## src/rtl/issue_gate_pkg.sv

```systemverilog
package issue_gate_pkg;

  localparam int unsigned PIPE_W = 2;
  localparam int unsigned CLS_W  = 3;

  typedef enum logic [PIPE_W-1:0] {
    PIPE_INT0 = 2'd0,
    PIPE_INT1 = 2'd1,
    PIPE_FADD = 2'd2,
    PIPE_FMUL = 2'd3
  } pipe_e;

  typedef enum logic [CLS_W-1:0] {
    CLS_ALU    = 3'd0,
    CLS_MUL    = 3'd1,
    CLS_NORES  = 3'd2,
    CLS_LOAD   = 3'd3,
    CLS_STORE  = 3'd4,
    CLS_MEMBAR = 3'd5,
    CLS_TBAR   = 3'd6
  } cls_e;

  // control -> slot logic
  typedef struct packed {
    logic barrierHold;
  } gateStrobe_t;

  // slot logic -> control
  typedef struct packed {
    logic barrierIssued;
    logic groupDone;
  } gateStatus_t;

endpackage

```

## src/rtl/issue_gate_slots.sv

```systemverilog
module issue_gate_slots
  import issue_gate_pkg::*;
#(
  parameter int unsigned SLOTS = 4
) (
  input  logic [SLOTS-1:0]        slotValid,
  input  logic [SLOTS*PIPE_W-1:0] slotPipe,
  input  logic [SLOTS*CLS_W-1:0]  slotClass,
  input  logic                    fillIn2,
  input  logic                    fillIn1,
  input  gateStrobe_t             strobe,
  input  logic [SLOTS-1:0]        issuedMask,
  output logic [SLOTS-1:0]        issueEn,
  output gateStatus_t             status
);

  logic [SLOTS:0]   chainOk;
  logic [SLOTS-1:0] complete;
  logic [SLOTS-1:0] barIssue;

  assign chainOk[0] = 1'b1;

  for (genvar i = 0; i < SLOTS; i++) begin : g_slot
    pipe_e pipe;
    cls_e  cls;
    logic  isInt, cand, near2, near1, hazard, isBar;

    assign pipe  = pipe_e'(slotPipe[i*PIPE_W +: PIPE_W]);
    assign cls   = cls_e'(slotClass[i*CLS_W +: CLS_W]);
    assign isInt = (pipe == PIPE_INT0) || (pipe == PIPE_INT1);
    assign isBar = (cls == CLS_TBAR);
    assign cand  = slotValid[i] & ~issuedMask[i];

    // two-cycle look-ahead: result-producing, non-multiply integer work
    assign near2 = fillIn2 & isInt & ((cls == CLS_ALU) || (cls == CLS_LOAD));
    // one-cycle look-ahead: memory-class integer work
    assign near1 = fillIn1 & isInt &
                   ((cls == CLS_LOAD) || (cls == CLS_STORE) || (cls == CLS_MEMBAR));

    assign hazard     = near2 | near1 | strobe.barrierHold;
    assign issueEn[i] = cand & ~hazard & chainOk[i];
    assign chainOk[i+1] = chainOk[i] & (~cand | (issueEn[i] & ~isBar));
    assign complete[i]  = ~slotValid[i] | issuedMask[i] | issueEn[i];
    assign barIssue[i]  = issueEn[i] & isBar;
  end

  assign status.groupDone     = &complete;
  assign status.barrierIssued = |barIssue;

endmodule

```

## src/rtl/issue_gate_ctrl.sv

```systemverilog
module issue_gate_ctrl
  import issue_gate_pkg::*;
#(
  parameter int unsigned SLOTS = 4
) (
  input  logic             clk,
  input  logic             rstN,
  input  logic             trapSafe,
  input  logic [SLOTS-1:0] issueEn,
  input  gateStatus_t      status,
  output gateStrobe_t      strobe,
  output logic [SLOTS-1:0] issuedMask
);

  logic barPend;

  always_ff @(posedge clk or negedge rstN) begin
    if (!rstN) begin
      barPend    <= 1'b0;
      issuedMask <= '0;
    end else begin
      if (status.barrierIssued) barPend <= 1'b1;
      else if (trapSafe)        barPend <= 1'b0;

      if (status.groupDone) issuedMask <= '0;
      else                  issuedMask <= issuedMask | issueEn;
    end
  end

  assign strobe.barrierHold = barPend;

  AST_RESET_CLEAN: assert property (@(posedge clk)
    $rose(rstN) |-> (issuedMask == '0 && !barPend));

  AST_HOLD_RELEASE: assert property (@(posedge clk) disable iff (!rstN)
    (barPend && trapSafe && !status.barrierIssued) |=> !barPend);

endmodule

```

## src/rtl/issue_gate.sv

```systemverilog
module issue_gate
  import issue_gate_pkg::*;
#(
  parameter int unsigned SLOTS = 4
) (
  input  logic                    clk,
  input  logic                    rstN,
  input  logic [SLOTS-1:0]        slotValid,
  input  logic [SLOTS*PIPE_W-1:0] slotPipe,
  input  logic [SLOTS*CLS_W-1:0]  slotClass,
  input  logic                    fillIn2,
  input  logic                    fillIn1,
  input  logic                    trapSafe,
  output logic [SLOTS-1:0]        issueEn,
  output logic                    groupDone
);

  gateStrobe_t      strobe;
  gateStatus_t      status;
  logic [SLOTS-1:0] issuedMask;

  issue_gate_slots #(.SLOTS(SLOTS)) u_slots (
    .slotValid (slotValid),
    .slotPipe  (slotPipe),
    .slotClass (slotClass),
    .fillIn2   (fillIn2),
    .fillIn1   (fillIn1),
    .strobe    (strobe),
    .issuedMask(issuedMask),
    .issueEn   (issueEn),
    .status    (status)
  );

  issue_gate_ctrl #(.SLOTS(SLOTS)) u_ctrl (
    .clk       (clk),
    .rstN      (rstN),
    .trapSafe  (trapSafe),
    .issueEn   (issueEn),
    .status    (status),
    .strobe    (strobe),
    .issuedMask(issuedMask)
  );

  assign groupDone = status.groupDone;

  // independent views of the rules for checking
  logic [SLOTS-1:0] viol2, viol1, violOrder;
  always_comb begin
    logic seenBlocked;
    seenBlocked = 1'b0;
    viol2 = '0;
    viol1 = '0;
    violOrder = '0;
    for (int i = 0; i < SLOTS; i++) begin
      logic [PIPE_W-1:0] p;
      logic [CLS_W-1:0]  c;
      p = slotPipe[i*PIPE_W +: PIPE_W];
      c = slotClass[i*CLS_W +: CLS_W];
      if (issueEn[i] && fillIn2 && p < 2'd2 && (c == 3'd0 || c == 3'd3)) viol2[i] = 1'b1;
      if (issueEn[i] && fillIn1 && p < 2'd2 && c >= 3'd3 && c <= 3'd5)   viol1[i] = 1'b1;
      if (issueEn[i] && seenBlocked) violOrder[i] = 1'b1;
      if (slotValid[i] && !issuedMask[i] && !issueEn[i]) seenBlocked = 1'b1;
    end
  end

  AST_ONLY_VALID: assert property (@(posedge clk) disable iff (!rstN)
    (issueEn & ~slotValid) == '0);

  AST_FILL_TWO: assert property (@(posedge clk) disable iff (!rstN)
    viol2 == '0);

  AST_FILL_ONE: assert property (@(posedge clk) disable iff (!rstN)
    viol1 == '0);

  AST_BARRIER_FREEZE: assert property (@(posedge clk) disable iff (!rstN)
    status.barrierIssued |=> (issueEn == '0));

  AST_IN_ORDER: assert property (@(posedge clk) disable iff (!rstN)
    violOrder == '0);

  for (genvar i = 0; i < SLOTS; i++) begin : g_chk
    AST_NO_REISSUE: assert property (@(posedge clk) disable iff (!rstN)
      (issueEn[i] && !groupDone) |=> !issueEn[i]);
  end

endmodule

```

## config.mk

```make
export PLATFORM = sky130hd
export DESIGN_NAME = issue_gate
export DESIGN_NICKNAME = d
export VERILOG_FILES = /design/src/rtl/issue_gate_pkg.sv /design/src/rtl/issue_gate_slots.sv /design/src/rtl/issue_gate_ctrl.sv /design/src/rtl/issue_gate.sv
export SDC_FILE = /design/constraint.sdc
export NUM_CORES = 1
export LEC_CHECK = 0
export BUFFER_PORTS_ARGS = -buffer_cell sky130_fd_sc_hd__buf_2
export CAP_MARGIN = 20
export CORE_MARGIN = 3
export CORE_UTILIZATION = 40
export CTS_BUF_LIST = sky130_fd_sc_hd__clkbuf_2
export DETAILED_ROUTE_END_ITERATION = 8
export GPL_TIMING_DRIVEN = 0
export HOLD_SLACK_MARGIN = 0.03
export PLACE_DENSITY = 0.76
export SETUP_SLACK_MARGIN = 0.4
export SYNTH_ARGS = -nofsm -noshare
export SYNTH_HDL_FRONTEND = slang
export SYNTH_SLANG_ARGS = --single-unit
```

## constraint.sdc

```tcl
create_clock -name clk -period 1.4 [get_ports clk]
set_clock_uncertainty 0.1 [all_clocks]
set_input_delay 0.07 -clock clk [delete_from_list [all_inputs] [get_ports clk]]
set_output_delay 0.07 -clock clk [all_outputs]
set_load 0.01 [all_outputs]
```

== Word-level counts from Yosys, hierarchy flattened ==
Index checks and enable logic that the tools add are counted.
W data, S select, Z words.

* Output and inout port bits: 5
* Register bits: 5
* Input bits: 29
* Logic and storage cells: 126

* Equality and inequality tests: 20
* Reduce and logical (&&, ||, !) cells: 27
* Bitwise operators: 74
* Multiplexer cells: 3

{| class="wikitable"
|+ Operators by type and width
! kind !! number
|-
| $and A1 B1 Y1 || 36
|-
| $eq A3 B3 Y1 const B || 12
|-
| $or A1 B1 Y1 || 19
|-
| $not A1 Y1 || 18
|-
| $logic_or A1 B1 Y1 || 16
|-
| $eq A3 B2 Y1 const B || 4
|-
| $logic_not A3 Y1 || 4
|-
| $eq A2 B1 Y1 const B || 4
|-
| $logic_not A2 Y1 || 4
|-
| $mux W4 || 1
|-
| $or A4 B4 Y4 || 1
|-
| $reduce_and A4 Y1 || 1
|-
| $reduce_or A4 Y1 || 1
|-
| $mux W1 || 2
|-
| $reduce_bool A2 Y1 || 1
|}

== Logic depth before layout (Yosys ltp) ==
* Depth after elaboration: 22
* Mapped depth: 7
* Gate-level depth less buffers: 6

== Hierarchy ==
Synthesis repeated with hierarchy kept, for this count alone.

* Cells, all modules: 74
* Area total of the unflattened synthesis: 538.0 µm²

{| class="wikitable"
|+ By module, submodules not included
! module !! seq. area each (µm²) !! area each (µm²) !! times used !! cells each
|-
| issue_gate_slots || 0.0 || 371.6 || 1 || 59
|-
| issue_gate_ctrl || 125.1 || 166.4 || 1 || 15
|}

== Worst setup path after synthesis ==
OpenSTA, ideal clock, no wires.

* Path kind: reg-to-output
* Start point: register u_ctrl.issuedMask[1]
* End point: output groupDone
* Stages on the path, launching flop included: 7
* Data required time: 1230 ps
* Arrival time: 1326 ps
* Path slack: -96 ps
* Buffers on the path: 0
* Path through: dfrtp_1 inv_1 nand2_1 a311o_1 nand3_1 o31ai_1 and2_1

* Longest elaborated chain between the ends: 14
* Elaborated cells between the ends (all ways): 18
* Those cells by class: bitwise (17); reduce/logical (1)

{| class="wikitable"
|+ RTL lines
! what !! RTL line !! RTL
|-
| from (decl) || issue_gate_ctrl.sv:12 || <nowiki>output logic [SLOTS-1:0] issuedMask</nowiki>
|-
| from (signal assigned) || issue_gate_ctrl.sv:26 || <nowiki>else issuedMask <= issuedMask | issueEn;</nowiki>
|-
| $not A1 Y1 || issue_gate_slots.sv:32 || <nowiki>assign cand = slotValid[i] & ~issuedMask[i];</nowiki>
|-
| $and A1 B1 Y1 || issue_gate_slots.sv:32 ||
|-
| $and A1 B1 Y1 (2 in series) || issue_gate_slots.sv:41 || <nowiki>assign issueEn[i] = cand & ~hazard & chainOk[i];</nowiki>
|-
| $and A1 B1 Y1 || issue_gate_slots.sv:42 || <nowiki>assign chainOk[i+1] = chainOk[i] & (~cand | (issueEn[i] & ~isBar));</nowiki>
|-
| $or A1 B1 Y1 || issue_gate_slots.sv:42 ||
|-
| $and A1 B1 Y1 || issue_gate_slots.sv:42 ||
|-
| $and A1 B1 Y1 || issue_gate_slots.sv:41 ||
|-
| $and A1 B1 Y1 || issue_gate_slots.sv:42 ||
|-
| $or A1 B1 Y1 || issue_gate_slots.sv:42 ||
|-
| $and A1 B1 Y1 || issue_gate_slots.sv:42 ||
|-
| $and A1 B1 Y1 || issue_gate_slots.sv:41 ||
|-
| $or A1 B1 Y1 || issue_gate_slots.sv:43 || <nowiki>assign complete[i] = ~slotValid[i] | issuedMask[i] | issueEn[i];</nowiki>
|-
| $reduce_and A4 Y1 (*) || issue_gate_slots.sv:47 || <nowiki>assign status.groupDone = &complete;</nowiki>
|-
| to (decl) || issue_gate.sv:15 || <nowiki>output logic groupDone</nowiki>
|}

Mark *: on every way between the ends. The rest lies on a longest branch, timed or not.

== Worst setup path in the final report ==
Same ends and word-level chain as after synthesis.

==> metrics.csv <==
metric,value,unit
whs,0.0740,ns
worst-path-max-fanout,3,
p_leak,0.437,nW
cpMaxStageDelayCell,dfrtp_1,
ys.flop_type,dfrtp_1,
ios,34,
clockBufferDepth,2,
violations,negative setup slack,
ys_async_sr_fraction,1.00,
syn_inst,74,
p_per_area,1240,nW/um^2
die_height,44.3,um
yosysMostFrequentCell,inv_1,
period_share,1.30,
fin_nets,145,
synth_area,588,um^2
antenna_found_initial,0,
synthTopCellsByCount,"7 x inv_1, 5 x dfrtp_1, 5 x nand3b_1, 5 x nand4b_1, 5 x nor2_1",
clockRootBuffer,clkbuf_2,
viasPerCell,5.82,
rsz0062_at_grt,true,
drv_slew,0,
fin_tns_setup,-2.99,ns
max_stage_delay,0.41,ns
vdd_drop_max,0.000642,V
gp_congestion,0.798,
synth_top_area_frac,0.213,
required,1.23,ns
vias,757,
cap_violations,0,
grt_pass1_wl,2.95,mm
finalPower,1.19,mW
drt_iter0_markers,13,
synth_largest_area_cell,dfrtp_1,
drc_errors,0,
finalHoldViolCount,0,
drive_gt1_frac,0.574,
ant_nets,0,
clock_latency,0.23,ns
synth_edf_count,0,
grt_usage,0.198,
numPortBuffers,28,
met3_length,72,um
fin_util,0.719,
cp_top_family,compound AO/OA/AOI/OAI gates,
slew_headroom,0.728,
outcome,finished with violations,
yosysWarnings,0,
synth_nets,103,
start_util,0.441,
fillCellCount,116,
antenna_cells,0,
clk_pin_slew,0.09,ns
synth_cell_types,32,
avgSynthCellArea,7.95,um^2
crit_chain,inv_2 -> nand2_4 -> a311o_1 -> o211ai_1 -> a32oi_2 -> and2_4 -> buf_6,
wl_met2,1.06,mm
grt-ovfl-total,0,
core_area,1330,um^2
final-seq-area,126,um^2
rows,13,
highest_layer,met4,
routed_wl,1.98,mm
cts-buffers-inserted,3,
clock_sinks,5,
crit_type,flop to output port,
max_freq,549,MHz
grt_max_degree,10,
cts_tree,done,
setup_viol,9,
met1_length,825,um
min_period,1.82,ns
multi_input_area,522,um^2
fin_ws,-0.423,ns
worstMarginPinSlew,0.408,ns
htreeDepth,1,
grt_pass1_vias,728,
start_kind,flop,
arrival,1.65,ns
yosys_register_bits,5,
dp_hpwl,1.26,mm
crit_buf_inv,2,
hold_path_class,primary input to asynchronous set/reset pin,
die_width,44.3,um
firstDrtPassIters,4,
synth_seq_area_share,0.213,
ys_top_cells_by_area,"dfrtp_1 21%, nand4b_1 7.4%, nand3b_1 6.4%, xor2_1 6.0%, inv_1 4.5%",
endpoint_kind,output port,
wl_per_cell,15.2,um
syn_to_final_growth,63.0,%
die_area,1970,um^2
==> timing repair <==
action                                  4_1_cts  5_1_grt
hold buffers                                  1        0
endpoints found under the setup margin       10       10
hold endpoints to repair                      5        0
buffers inserted                              4        4
pin swaps                                     6        8
resized for setup                            13       13
==> where the power goes <==
group / internal [mW] / switching (mW) / leakage [nW] / total, mW
Combinational: 0.409 / 0.376 / 0.356 / 0.785
Clock: 0.0760 / 0.0728 / 0.0166 / 0.149
Sequential: 0.201 / 0.0553 / 0.0643 / 0.257
==> layout by cell type, fill, tap and decap left out, drive strengths merged <==
master       netlist  final
a2111oi            1      1
a21oi              4      4
a221oi             1      1
a2bb2oi            1      1
a311o              1      1
a31oi              3      3
a32oi              1      1
and2               3      3
buf                1     37
clkbuf             0      4
dfrtp              5      5
dlygate4sd3        0      1
inv                7      7
mux2i              1      1
nand2              3      3
nand2b             1      1
nand3              2      2
nand3b             5      5
nand4b             5      5
nand4bb            1      1
nor2               5      5
nor2b              3      3
nor3               1      1
nor4               1      1
nor4b              1      1
o211ai             4      4
o21ai              2      2
o311ai             1      1
o31ai              1      1
or2                1      1
or3                4      4
xor2               4      4
==> registers in the layout, summed over array words and instances (netlist names) <==
register	count
u_ctrl.issuedMask	4
u_ctrl.strobe	1
==> through the flow <==
stage	std cells	setup WS (ns)	cell area, um^2
4_1_cts	126	-0.400	882
2_1_floorplan	74	-0.0410	608
3_5_place_dp	117	-0.388	767
6_report	130	-0.423	958
5_1_grt	130	-0.474	958
3_3_place_gp	117	-0.377	767
==> layer usage <==
layer,GRT usage,vias to the layer above
li1,-,366
met2,0.358,23
met3,0.0285,2
met4,0.0542,0
met5,0,-
met1,0.241,366
==> final timing paths <==
| path | start | slack (ns) | depth (start not counted) | to |
|---|---|---|---|---|
| max | u_ctrl.issuedMask[1]$_DFF_PN0_ | -0.42 | 7 | groupDone |
| min | rstN | 0.07 | 2 | u_ctrl.issuedMask[0]$_DFF_PN0_ |
| max reg2reg | u_ctrl.issuedMask[1]$_DFF_PN0_ | -0.36 | 8 | u_ctrl.issuedMask[2]$_DFF_PN0_ |
| min reg2reg | u_ctrl.issuedMask[0]$_DFF_PN0_ | 0.47 | 2 | u_ctrl.issuedMask[0]$_DFF_PN0_ |
| max in group asynchronous | rstN | 0.95 | 2 | u_ctrl.strobe$_DFFE_PN0P_ |
| min in group clk | slotClass[11] | 0.10 | 3 | u_ctrl.strobe$_DFFE_PN0P_ |
==> cell type report <==
class                           count  share of cell area
Clock buffer                        4              0.0209
Buffer                              1             0.00522
Tap cell                           15              0.0196
Sequential cell                     5               0.132
Inverter                            7              0.0274
Multi-Input combinational cell     61               0.544
Timing Repair Buffer               37               0.251
==> logic make-up (layout without fill, tap and decap cells) <==
family          Yosys count  after routing  share of synthesized area
xor+xnor                  4              4                     0.0596
compound gates           20             20                      0.260
simple gates             36             36                      0.398
mux                       1              1                     0.0170
flops                     5              5                      0.213
buf+inv                   8             49                     0.0532
No activity file was read; power rests on OpenSTA's default activity.
